### src/rtl/refresh_pkg.sv
// Package: shared types for the DRAM refresh sequencer.
package refresh_pkg;

    // Phases of the refresh sequencer.
    typedef enum logic [2:0] {
        SQ_STARTUP = 3'd0,  // counting the power-up delay
        SQ_IDLE    = 3'd1,  // nothing owed or deciding to request
        SQ_REQ     = 3'd2,  // bus requested, waiting for grant
        SQ_CAS     = 3'd3,  // CAS low, RAS high (CAS-before-RAS lead)
        SQ_RAS     = 3'd4,  // RAS and CAS both low
        SQ_PRE     = 3'd5,  // both high, precharge still holding the bus
        SQ_REL     = 3'd6   // request dropped, waiting for grant to drop
    } seq_state_t;

endpackage

### src/rtl/refresh_interval_timer.sv
// Module: refresh_interval_timer
// Emits a one-cycle tick every INTERVAL_CYC cycles while enabled.
// Assumes INTERVAL_CYC >= 2. When disabled, the count is held at zero,
// so the first tick comes a full interval after enable.
module refresh_interval_timer #(
    parameter int INTERVAL_CYC = 780
) (
    input  logic clk,
    input  logic rst_n,
    input  logic en,
    output logic tick
);
    localparam int TW = $clog2(INTERVAL_CYC);
    localparam logic [TW-1:0] LAST = TW'(INTERVAL_CYC - 1);

    logic [TW-1:0] cnt_q;

    // Purpose: free-running interval count while enabled.
    always_ff @(posedge clk) begin
        if (!rst_n || !en) begin
            cnt_q <= '0;
        end else if (cnt_q == LAST) begin
            cnt_q <= '0;
        end else begin
            cnt_q <= cnt_q + TW'(1);
        end
    end

    // Purpose: tick on the last count of each interval.
    always_comb begin
        tick = en && (cnt_q == LAST);
    end
endmodule

### src/rtl/refresh_backlog.sv
// Module: refresh_backlog
// Counts refreshes owed: +1 per interval tick, -1 per completed refresh,
// saturating at BACKLOG_MAX and never going below zero. A tick and a
// completion in the same cycle cancel out. Flags urgency at the limit.
module refresh_backlog #(
    parameter int BACKLOG_MAX = 8
) (
    input  logic clk,
    input  logic rst_n,
    input  logic inc,
    input  logic dec,
    output logic pending,
    output logic urgent
);
    localparam int BW = $clog2(BACKLOG_MAX + 1);
    localparam logic [BW-1:0] TOP = BW'(BACKLOG_MAX);

    logic [BW-1:0] owed_q;

    // Purpose: saturating up/down count of owed refreshes.
    always_ff @(posedge clk) begin
        if (!rst_n) begin
            owed_q <= '0;
        end else if (inc && !dec && owed_q != TOP) begin
            owed_q <= owed_q + BW'(1);
        end else if (dec && !inc && owed_q != '0) begin
            owed_q <= owed_q - BW'(1);
        end
    end

    // Purpose: status decoded from the owed count.
    always_comb begin
        pending = (owed_q != '0);
        urgent  = (owed_q == TOP);
    end
endmodule

### src/rtl/cbr_sequencer.sv
// Module: cbr_sequencer
// Runs the start-up delay, the warm-up burst and each CAS-before-RAS
// refresh cycle under a four-phase request/grant handshake.
// Assumes the arbiter holds bus_gnt high until bus_req falls.
// All strobe and request outputs come straight from flops.
module cbr_sequencer
    import refresh_pkg::*;
#(
    parameter int STARTUP_CYC = 10000,
    parameter int WARMUP_CNT  = 8,
    parameter int CAS_LEAD    = 1,
    parameter int RAS_LOW_CYC = 3,
    parameter int RAS_PRE_CYC = 2
) (
    input  logic clk,
    input  logic rst_n,
    input  logic pending,
    input  logic bus_gnt,
    output logic bus_req,
    output logic ras_n,
    output logic cas_n,
    output logic ready,
    output logic done_pulse
);
    localparam int M1 = (STARTUP_CYC > CAS_LEAD) ? STARTUP_CYC : CAS_LEAD;
    localparam int M2 = (RAS_LOW_CYC > RAS_PRE_CYC) ? RAS_LOW_CYC : RAS_PRE_CYC;
    localparam int LIM_MAX = (M1 > M2) ? M1 : M2;
    localparam int CW = $clog2(LIM_MAX + 1);
    localparam int WW = $clog2(WARMUP_CNT + 1);

    seq_state_t    state_q, state_d;
    logic [CW-1:0] cnt_q, lim;
    logic          last;
    logic [WW-1:0] warm_q;
    logic          warm_busy;
    logic          ras_n_q, cas_n_q, req_q, ready_q;

    // Purpose: per-phase duration limit and end-of-phase flag.
    always_comb begin
        case (state_q)
            SQ_STARTUP: lim = CW'(STARTUP_CYC);
            SQ_CAS:     lim = CW'(CAS_LEAD);
            SQ_RAS:     lim = CW'(RAS_LOW_CYC);
            SQ_PRE:     lim = CW'(RAS_PRE_CYC);
            default:    lim = CW'(1);
        endcase
        last      = (cnt_q == lim - CW'(1));
        warm_busy = (warm_q != '0);
    end

    // Purpose: next-phase decision.
    always_comb begin
        state_d = state_q;
        case (state_q)
            SQ_STARTUP: if (last) state_d = SQ_IDLE;
            SQ_IDLE:    if (warm_busy || pending) state_d = SQ_REQ;
            SQ_REQ:     if (bus_gnt) state_d = SQ_CAS;
            SQ_CAS:     if (last) state_d = SQ_RAS;
            SQ_RAS:     if (last) state_d = SQ_PRE;
            SQ_PRE:     if (last) state_d = SQ_REL;
            SQ_REL:     if (!bus_gnt) state_d = SQ_IDLE;
            default:    state_d = SQ_IDLE;
        endcase
    end

    // Purpose: phase register and in-phase cycle counter.
    always_ff @(posedge clk) begin
        if (!rst_n) begin
            state_q <= SQ_STARTUP;
            cnt_q   <= '0;
        end else begin
            state_q <= state_d;
            if (state_d != state_q) begin
                cnt_q <= '0;
            end else if (state_q inside {SQ_STARTUP, SQ_CAS, SQ_RAS, SQ_PRE}) begin
                cnt_q <= cnt_q + CW'(1);
            end
        end
    end

    // Purpose: count down the warm-up burst at the end of each RAS phase.
    always_ff @(posedge clk) begin
        if (!rst_n) begin
            warm_q <= WW'(WARMUP_CNT);
        end else if (state_q == SQ_RAS && last && warm_busy) begin
            warm_q <= warm_q - WW'(1);
        end
    end

    // Purpose: registered strobes and request, decoded from the next phase.
    always_ff @(posedge clk) begin
        if (!rst_n) begin
            ras_n_q <= 1'b1;
            cas_n_q <= 1'b1;
            req_q   <= 1'b0;
        end else begin
            ras_n_q <= (state_d != SQ_RAS);
            cas_n_q <= !(state_d inside {SQ_CAS, SQ_RAS});
            req_q   <= (state_d inside {SQ_REQ, SQ_CAS, SQ_RAS, SQ_PRE});
        end
    end

    // Purpose: sticky ready once idle with the warm-up burst done.
    always_ff @(posedge clk) begin
        if (!rst_n) begin
            ready_q <= 1'b0;
        end else if (state_q == SQ_IDLE && !warm_busy) begin
            ready_q <= 1'b1;
        end
    end

    // Purpose: output wiring; a completion pulse only for scheduled refreshes.
    always_comb begin
        ras_n      = ras_n_q;
        cas_n      = cas_n_q;
        bus_req    = req_q;
        ready      = ready_q;
        done_pulse = (state_q == SQ_RAS) && last && !warm_busy;
    end
endmodule

### src/rtl/dram_refresh_seq.sv
// Module: dram_refresh_seq (top)
// DRAM refresh and initialization sequencer: start-up delay, warm-up
// burst, then one CAS-before-RAS refresh per interval tick, with a
// saturating backlog for refreshes postponed by a busy bus.
// Assumes timing parameters are clock-cycle counts, each >= 1, and
// INTERVAL_CYC >= 2. Write enable is held high so that no refresh
// enters the device's test mode.
module dram_refresh_seq #(
    parameter int STARTUP_CYC  = 10000,
    parameter int WARMUP_CNT   = 8,
    parameter int INTERVAL_CYC = 780,
    parameter int BACKLOG_MAX  = 8,
    parameter int CAS_LEAD     = 1,
    parameter int RAS_LOW_CYC  = 3,
    parameter int RAS_PRE_CYC  = 2
) (
    input  logic clk,
    input  logic rst_n,
    input  logic bus_gnt,
    output logic bus_req,
    output logic ras_n,
    output logic cas_n,
    output logic we_n,
    output logic ready,
    output logic urgent
);
    logic tick, pending, done_pulse;

    // Purpose: interval timer runs only once initialization is over.
    refresh_interval_timer #(
        .INTERVAL_CYC(INTERVAL_CYC)
    ) u_timer (
        .clk  (clk),
        .rst_n(rst_n),
        .en   (ready),
        .tick (tick)
    );

    // Purpose: owed-refresh count and urgency.
    refresh_backlog #(
        .BACKLOG_MAX(BACKLOG_MAX)
    ) u_backlog (
        .clk    (clk),
        .rst_n  (rst_n),
        .inc    (tick),
        .dec    (done_pulse),
        .pending(pending),
        .urgent (urgent)
    );

    // Purpose: phase machine that drives the strobes.
    cbr_sequencer #(
        .STARTUP_CYC(STARTUP_CYC),
        .WARMUP_CNT (WARMUP_CNT),
        .CAS_LEAD   (CAS_LEAD),
        .RAS_LOW_CYC(RAS_LOW_CYC),
        .RAS_PRE_CYC(RAS_PRE_CYC)
    ) u_seq (
        .clk       (clk),
        .rst_n     (rst_n),
        .pending   (pending),
        .bus_gnt   (bus_gnt),
        .bus_req   (bus_req),
        .ras_n     (ras_n),
        .cas_n     (cas_n),
        .ready     (ready),
        .done_pulse(done_pulse)
    );

    // Purpose: write enable is never asserted by a refresh.
    assign we_n = 1'b1;
endmodule

### config.mk
export PLATFORM = sky130hd
export DESIGN_NAME = dram_refresh_seq
export DESIGN_NICKNAME = d
export VERILOG_FILES = /design/src/rtl/refresh_pkg.sv /design/src/rtl/refresh_interval_timer.sv /design/src/rtl/refresh_backlog.sv /design/src/rtl/cbr_sequencer.sv /design/src/rtl/dram_refresh_seq.sv
export SDC_FILE = /design/constraint.sdc
export NUM_CORES = 1
export LEC_CHECK = 0
export ABC_AREA = 1
export CORE_MARGIN = 2
export CORE_UTILIZATION = 50
export CTS_CLUSTER_SIZE = 10
export DETAILED_ROUTE_END_ITERATION = 7
export GPL_ROUTABILITY_DRIVEN = 0
export PLACE_DENSITY = 0.75
export REMOVE_ABC_BUFFERS = 1
export SLEW_MARGIN = 5
export SYNTH_ARGS = -nofsm -noshare
export SYNTH_HDL_FRONTEND = slang
export SYNTH_SLANG_ARGS = --single-unit
### constraint.sdc
create_clock -name clk -period 3 [get_ports clk]
set_clock_uncertainty 0.15 [all_clocks]
set_input_delay 0.45 -clock clk [delete_from_list [all_inputs] [get_ports clk]]
set_output_delay 0.45 -clock clk [all_outputs]
set_load 0.03 [all_outputs]
* Word level (Yosys, flattened, before mapping)
Cells that the tools add are included. Widths: inputs -> output; s select.
Word-level totals: bits of input ports 3, register bits after elaboration 39, output and inout port bits 6
Cells by class: equal/unequal tests 16, add/subtract/negate cells 6, bitwise operators 1, reduce and logical (&&, ||, !) cells 26, muxes and demuxes 11
Operators by type and width (number):
- $pmux 14 s3 | 1
- $mux 3 | 7
- $pmux 3 s7 | 1
- $reduce_bool 4->1 | 4
- $eq 3x3->1 const B | 5
- $add 14x1->14 const B | 1
- $eq 14x14->1 | 1
- $sub 14x1->14 const B | 1
- $eq 3x2->1 const B | 4
- $add 10x1->10 const B | 1
- $eq 10x10->1 const B | 1
- $logic_and 1x1->1 | 9
- $mux 4 | 2
- $sub 4x1->4 const B | 2
- $logic_not 1->1 | 6
- $add 4x1->4 const B | 1
- $eq 4x4->1 const B | 1
- $ne 4x4->1 const B | 1
- $reduce_bool 2->1 | 2
- $reduce_or 2->1 | 2
- $eq 3x1->1 const B | 1
- $logic_not 3->1 | 1
- $ne 3x3->1 | 1
- $ne 3x3->1 const B | 1
- 2 further kinds | 3

* Logic depth before layout (Yosys ltp)
depth in word-level cells 10, gate-level depth with buffers 19

* Hierarchy
Synthesis repeated with hierarchy kept, for this count alone.
Unflattened totals: cells, all modules 366, area, all modules 2651.3 um^2
Modules (own cells, without submodules):
- cbr_sequencer | times used 1, cells an instance 248, seq. area each 500.5 um^2, area an instance 1800.5 um^2
- refresh_interval_timer | times used 1, cells an instance 72, seq. area each 200.2 um^2, area an instance 511.7 um^2
- refresh_backlog | times used 1, cells an instance 44, seq. area each 80.1 um^2, area an instance 327.8 um^2
- dram_refresh_seq | times used 1, cells an instance 2, seq. area each 0.0 um^2, area an instance 11.3 um^2

* Worst setup path after synthesis
No wires, ideal clock.
kind flip-flop to flip-flop, from reg u_backlog.owed_q[0], to reg u_backlog.owed_q[3], slack 0.610 ns, period minus slack after synthesis 2.390 ns, data required time 2.737 ns, stages on the path, launching flop included 14, arrival 2.127 ns, setup time 0.113 ns, path through dfxtp_1 > nor2_1 > nand2_1 > nor2_1 > nor2_1 > nand2_1 > ha_1 > nand2_1 > nor2_1 > a211oi_1 > nand3b_1 > nand2_1 > nor2_1 > nor2_1
Between the ends: word-level cells in the longest chain between the ends 3, elaborated cells on any way between the ends 9, classes of those cells 2 x add/sub; 1 x eq/ne; 2 x mux; 4 x reduce/logical
Ends and longest elaborated chain:
- from (decl) | RTL line refresh_backlog.sv:18 | logic [BW-1:0] owed_q;
- from (signal assigned) | RTL line refresh_backlog.sv:25 | owed_q <= owed_q + BW'(1);
- from (signal assigned) | RTL line refresh_backlog.sv:27 | owed_q <= owed_q - BW'(1);
- $sub 4x1->4 (tied with other cells) | RTL line refresh_backlog.sv:27
- $mux 4 (tied with other cells) | RTL line refresh_backlog.sv:26 | end else if (dec && !inc && owed_q != '0) begin
- $mux 4 or $reduce_bool 2->1 (tied branches)
Parallel ways exist; a longest one is shown, timed or not. The select of a mux whose other input is x is not followed. A chain may end at the register's enable or synchronous reset.

* Worst setup path in the final report
from reg u_seq.state_q[0], to reg u_backlog.owed_q[3]
Between the ends: word-level cells in the longest chain between the ends 10, elaborated cells on any way between the ends 15, classes of those cells 1 x add/sub; 3 x eq/ne; 2 x mux; 9 x reduce/logical
Ends and longest elaborated chain:
- from (decl) | RTL line cbr_sequencer.sv:31 | seq_state_t state_q, state_d;
- from (signal assigned) | RTL line cbr_sequencer.sv:72 | state_q <= state_d;
- $eq 3x3->1 (tied with other cells) | RTL line cbr_sequencer.sv:40 | case (state_q)
- $pmux 14 s3 | RTL line cbr_sequencer.sv:40
- $sub 14x1->14 | RTL line cbr_sequencer.sv:47 | last = (cnt_q == lim - CW'(1));
- $eq 14x14->1 | RTL line cbr_sequencer.sv:47
- $logic_and 1x1->1 * (2 in series) | RTL line cbr_sequencer.sv:118 | done_pulse = (state_q == SQ_RAS) && last && !warm_busy;
- $logic_not 1->1 | RTL line refresh_backlog.sv:24 | end else if (inc && !dec && owed_q != TOP) begin
- $logic_and 1x1->1 (2 in series) | RTL line refresh_backlog.sv:24
- $mux 4 or $reduce_bool 2->1 (tied branches)
Every way passes the cells marked *; elsewhere a longest branch is shown, timed or not.

==> metrics.cfg <==
[status]
status = completed

[detailed_routing]
ant_nets = 0
via_per_inst = 4.912
drc = 0
wl_per_cell_um = 10.71
drtIter0Drc = 89
drt_wl_total_um = 4038
drtPass1Iterations = 4
num_vias = 1852

[yosys]
seq_area_frac_synth_pct = 34.80
yosys.area.top_type_share_pct = 34.80
synthTopCellsByArea = dfxtp_1, nand2_1, nor2_1
yosysWarnings = 0
synth_cell_types = 33
synth_most_common_cell = nand2_1
yosysTopAreaCell = dfxtp_1
netlist_area_um2 = 2243
netlist_instances = 315
async_reset_ff_share_pct = 0
syn_avg_cell_area_um2 = 7.122
synthTopCellsByCount = nand2_1, nor2_1, inv_1, dfxtp_1, nand3_1
ys.flop_type = dfxtp_1
synth_edf_count = 0
ys_seq_elements = 39

[floorplanning]
die_area_um2 = 5039
core_um2 = 4324
die_h_um = 70.99
row_count = 24
start_util_pct = 51.88
die_w_um = 70.99
ios = 9

[critical_path]
path_class = flop to flop
slowest_stage = dfxtp_1
cp.arrival_ns = 2.70
path_cells = nand3_2, nand2_1, nand2_1, nand2_2, inv_2, nor2_4, nand4_1, nand2_1, ha_1, nand2_1, nor2_1, a211oi_1, nand3b_1, nand2_1, nand2_1, nand2_1, nor2_1
crit_fanout = 8
critPathMaxStageDelay_ns = 0.53
critPathMostFrequentCell = nand2_1
required_ns = 3.08
end_kind = flop
start_kind = flop

[pwr]
leakage_nw = 0.9566
p_int_mw = 0.6958
pwr-share-seq_pct = 58.1
power.switching_mw = 0.2074
p_per_area_nw_per_um2 = 373.0
ir_worst_vdd_mv = 0.3254
power_frac_comb_pct = 4.0
p_clk_share_pct = 38.0
p_sw_share_pct = 22.96

[cells_and_area]
layoutNonFillerInstCount = 377
areaGrowthSynthToFinish_pct = 7.920
drive_above_1_share_pct = 13.85
fill_cells = 425
diodes = 0
final_nets = 334

[clock_tree]
cts_buffer_depth = 2
htreeDepth = 2
cts_resized = 0
worstSkewPairLatency_ns = 0.29
clockRootBuffer = clkbuf_8
hold_buffers = 0
path_clk_slew_ns = 0.08
cts_sinks = 39
numCtsBuffers = 5
cts_tree = built
cts_setup_buffers = 0

[place]
dp_slack_ns = 0.3938
placed_cells = 369
dp_hpwl_um = 3107
portBuffers = 7

[grt]
grt_pass1_vias = 1840
grt_usage_pct = 18.27
grt_max_degree = 15
gr-total-overflow = 0
grt_pass1_wl_um = 7479
antenna_found_initial = 0

[sta]
fin_ws_ns = 0.3843
finalMaxSlewViolations = 0
fmax_mhz = 382.3
tns_ns = 0
rsz0062_at_grt = false
period_needed_ns = 2.616
period_share_pct = 87.19
hold_violations = 0
finalSetupViolations = 0

[job]
drv_cap = 0

[min_path]
worstHoldPathType = flop to flop

[worst max-delay path: cells and delay by family, from the launching register on]
family                     cells  cell delay [ns]
DFF                            1             0.53
and+or+nand+nor               14             1.33
adders and majority gates      1             0.29
AOI/OAI and AO/OA              1             0.21
buffers and inverters          1             0.05
[worst paths after layout]
kind                          from             endpoint  slack (ns)  cells after the start
setup reg to reg  u_seq.state_q[0]  u_backlog.owed_q[3]        0.38                     17
hold reg to reg   u_timer.cnt_q[0]     u_timer.cnt_q[0]        0.30                      1
hold / removal    u_timer.cnt_q[0]     u_timer.cnt_q[0]        0.30                      1
setup / recovery  u_seq.state_q[0]  u_backlog.owed_q[3]        0.38                     17
[power by group through the flow]
stage / registers (mW) / logic, mW / clock network, mW
after CTS: 0.524 / 0.0357 / 0.358
after global routing: 0.525 / 0.0411 / 0.375
after detailed placement: 0.536 / 0.0357 / 0
after global placement: 0.536 / 0.0352 / 0
after floorplan: 0.535 / 0.0258 / 0
final: 0.524 / 0.0357 / 0.343
[sequential cells by signal, indices dropped and copies added (netlist names)]
name / flops
u_seq.cnt_q: 14
u_seq.ready: 1
u_seq.cas_n: 1
u_seq.state_q: 3
u_seq.bus_req: 1
u_backlog.owed_q: 4
u_timer.cnt_q: 10
u_seq.ras_n: 1
u_seq.warm_q: 4
[final cells by class]
class                   instances  area [µm²]  share of cell area [%]
flip-flops and latches         39       780.7                   32.25
repair buffers                  7       70.07                   2.894
inverters                      44       165.2                   6.822
clock inverters                 1       5.005                  0.2067
well taps                      52       65.06                   2.687
clock buffers                   7       76.32                   3.152
multi-input cells             227        1259                   51.99
[layer usage]
layer / vias to the layer above / track usage (%) / part of all wire [%]
li1: 1007 / - / -
met1: 825 / 23.98 / 51
met2: 13 / 29.39 / 45
met3: 7 / 4.131 / 2.9
met4: 0 / 6.918 / 1.6
met5: - / 0 / 0
[stage by stage]
step	hold slack [ns]	util, %	power (mW)	area (µm²)
finish	0.3038	55.99	0.9032	2421
global route	0.3463	55.99	0.9411	2421
CTS	0.3040	55.99	0.9176	2421
detailed placement	0.2888	54.11	0.5721	2340
global placement	0.2773	54.11	0.5715	2340
floorplan	0.2676	-	0.5611	2205
[kinds of logic (layout without fill, tap and decap cells)]
group	count (synthesis)	count (layout)	share of synthesized area, %
AND/OR/NAND/NOR	175	175	38.20
buffers and inverters	49	59	9.090
flip-flops	39	39	34.80
AO/OA/AOI/OAI	28	28	7.251
XOR/XNOR	16	16	6.246
adder cells (fa/ha/maj)	7	7	4.239
other	1	1	0.1672
[layout by cell type (no fill, tap or decap), types with 7 or more instances in the layout]
cell              n
nand2_1          53
nor2_1           49
inv_1            40
dfxtp_1          39
nand3_1          17
nor2_2           14
o21ai_0          12
xor2_1           12
a21oi_1          11
nor3_1           10
nand2_2           8
clkdlybuf4s50_1   7
Power figures use the tool's default switching activity.
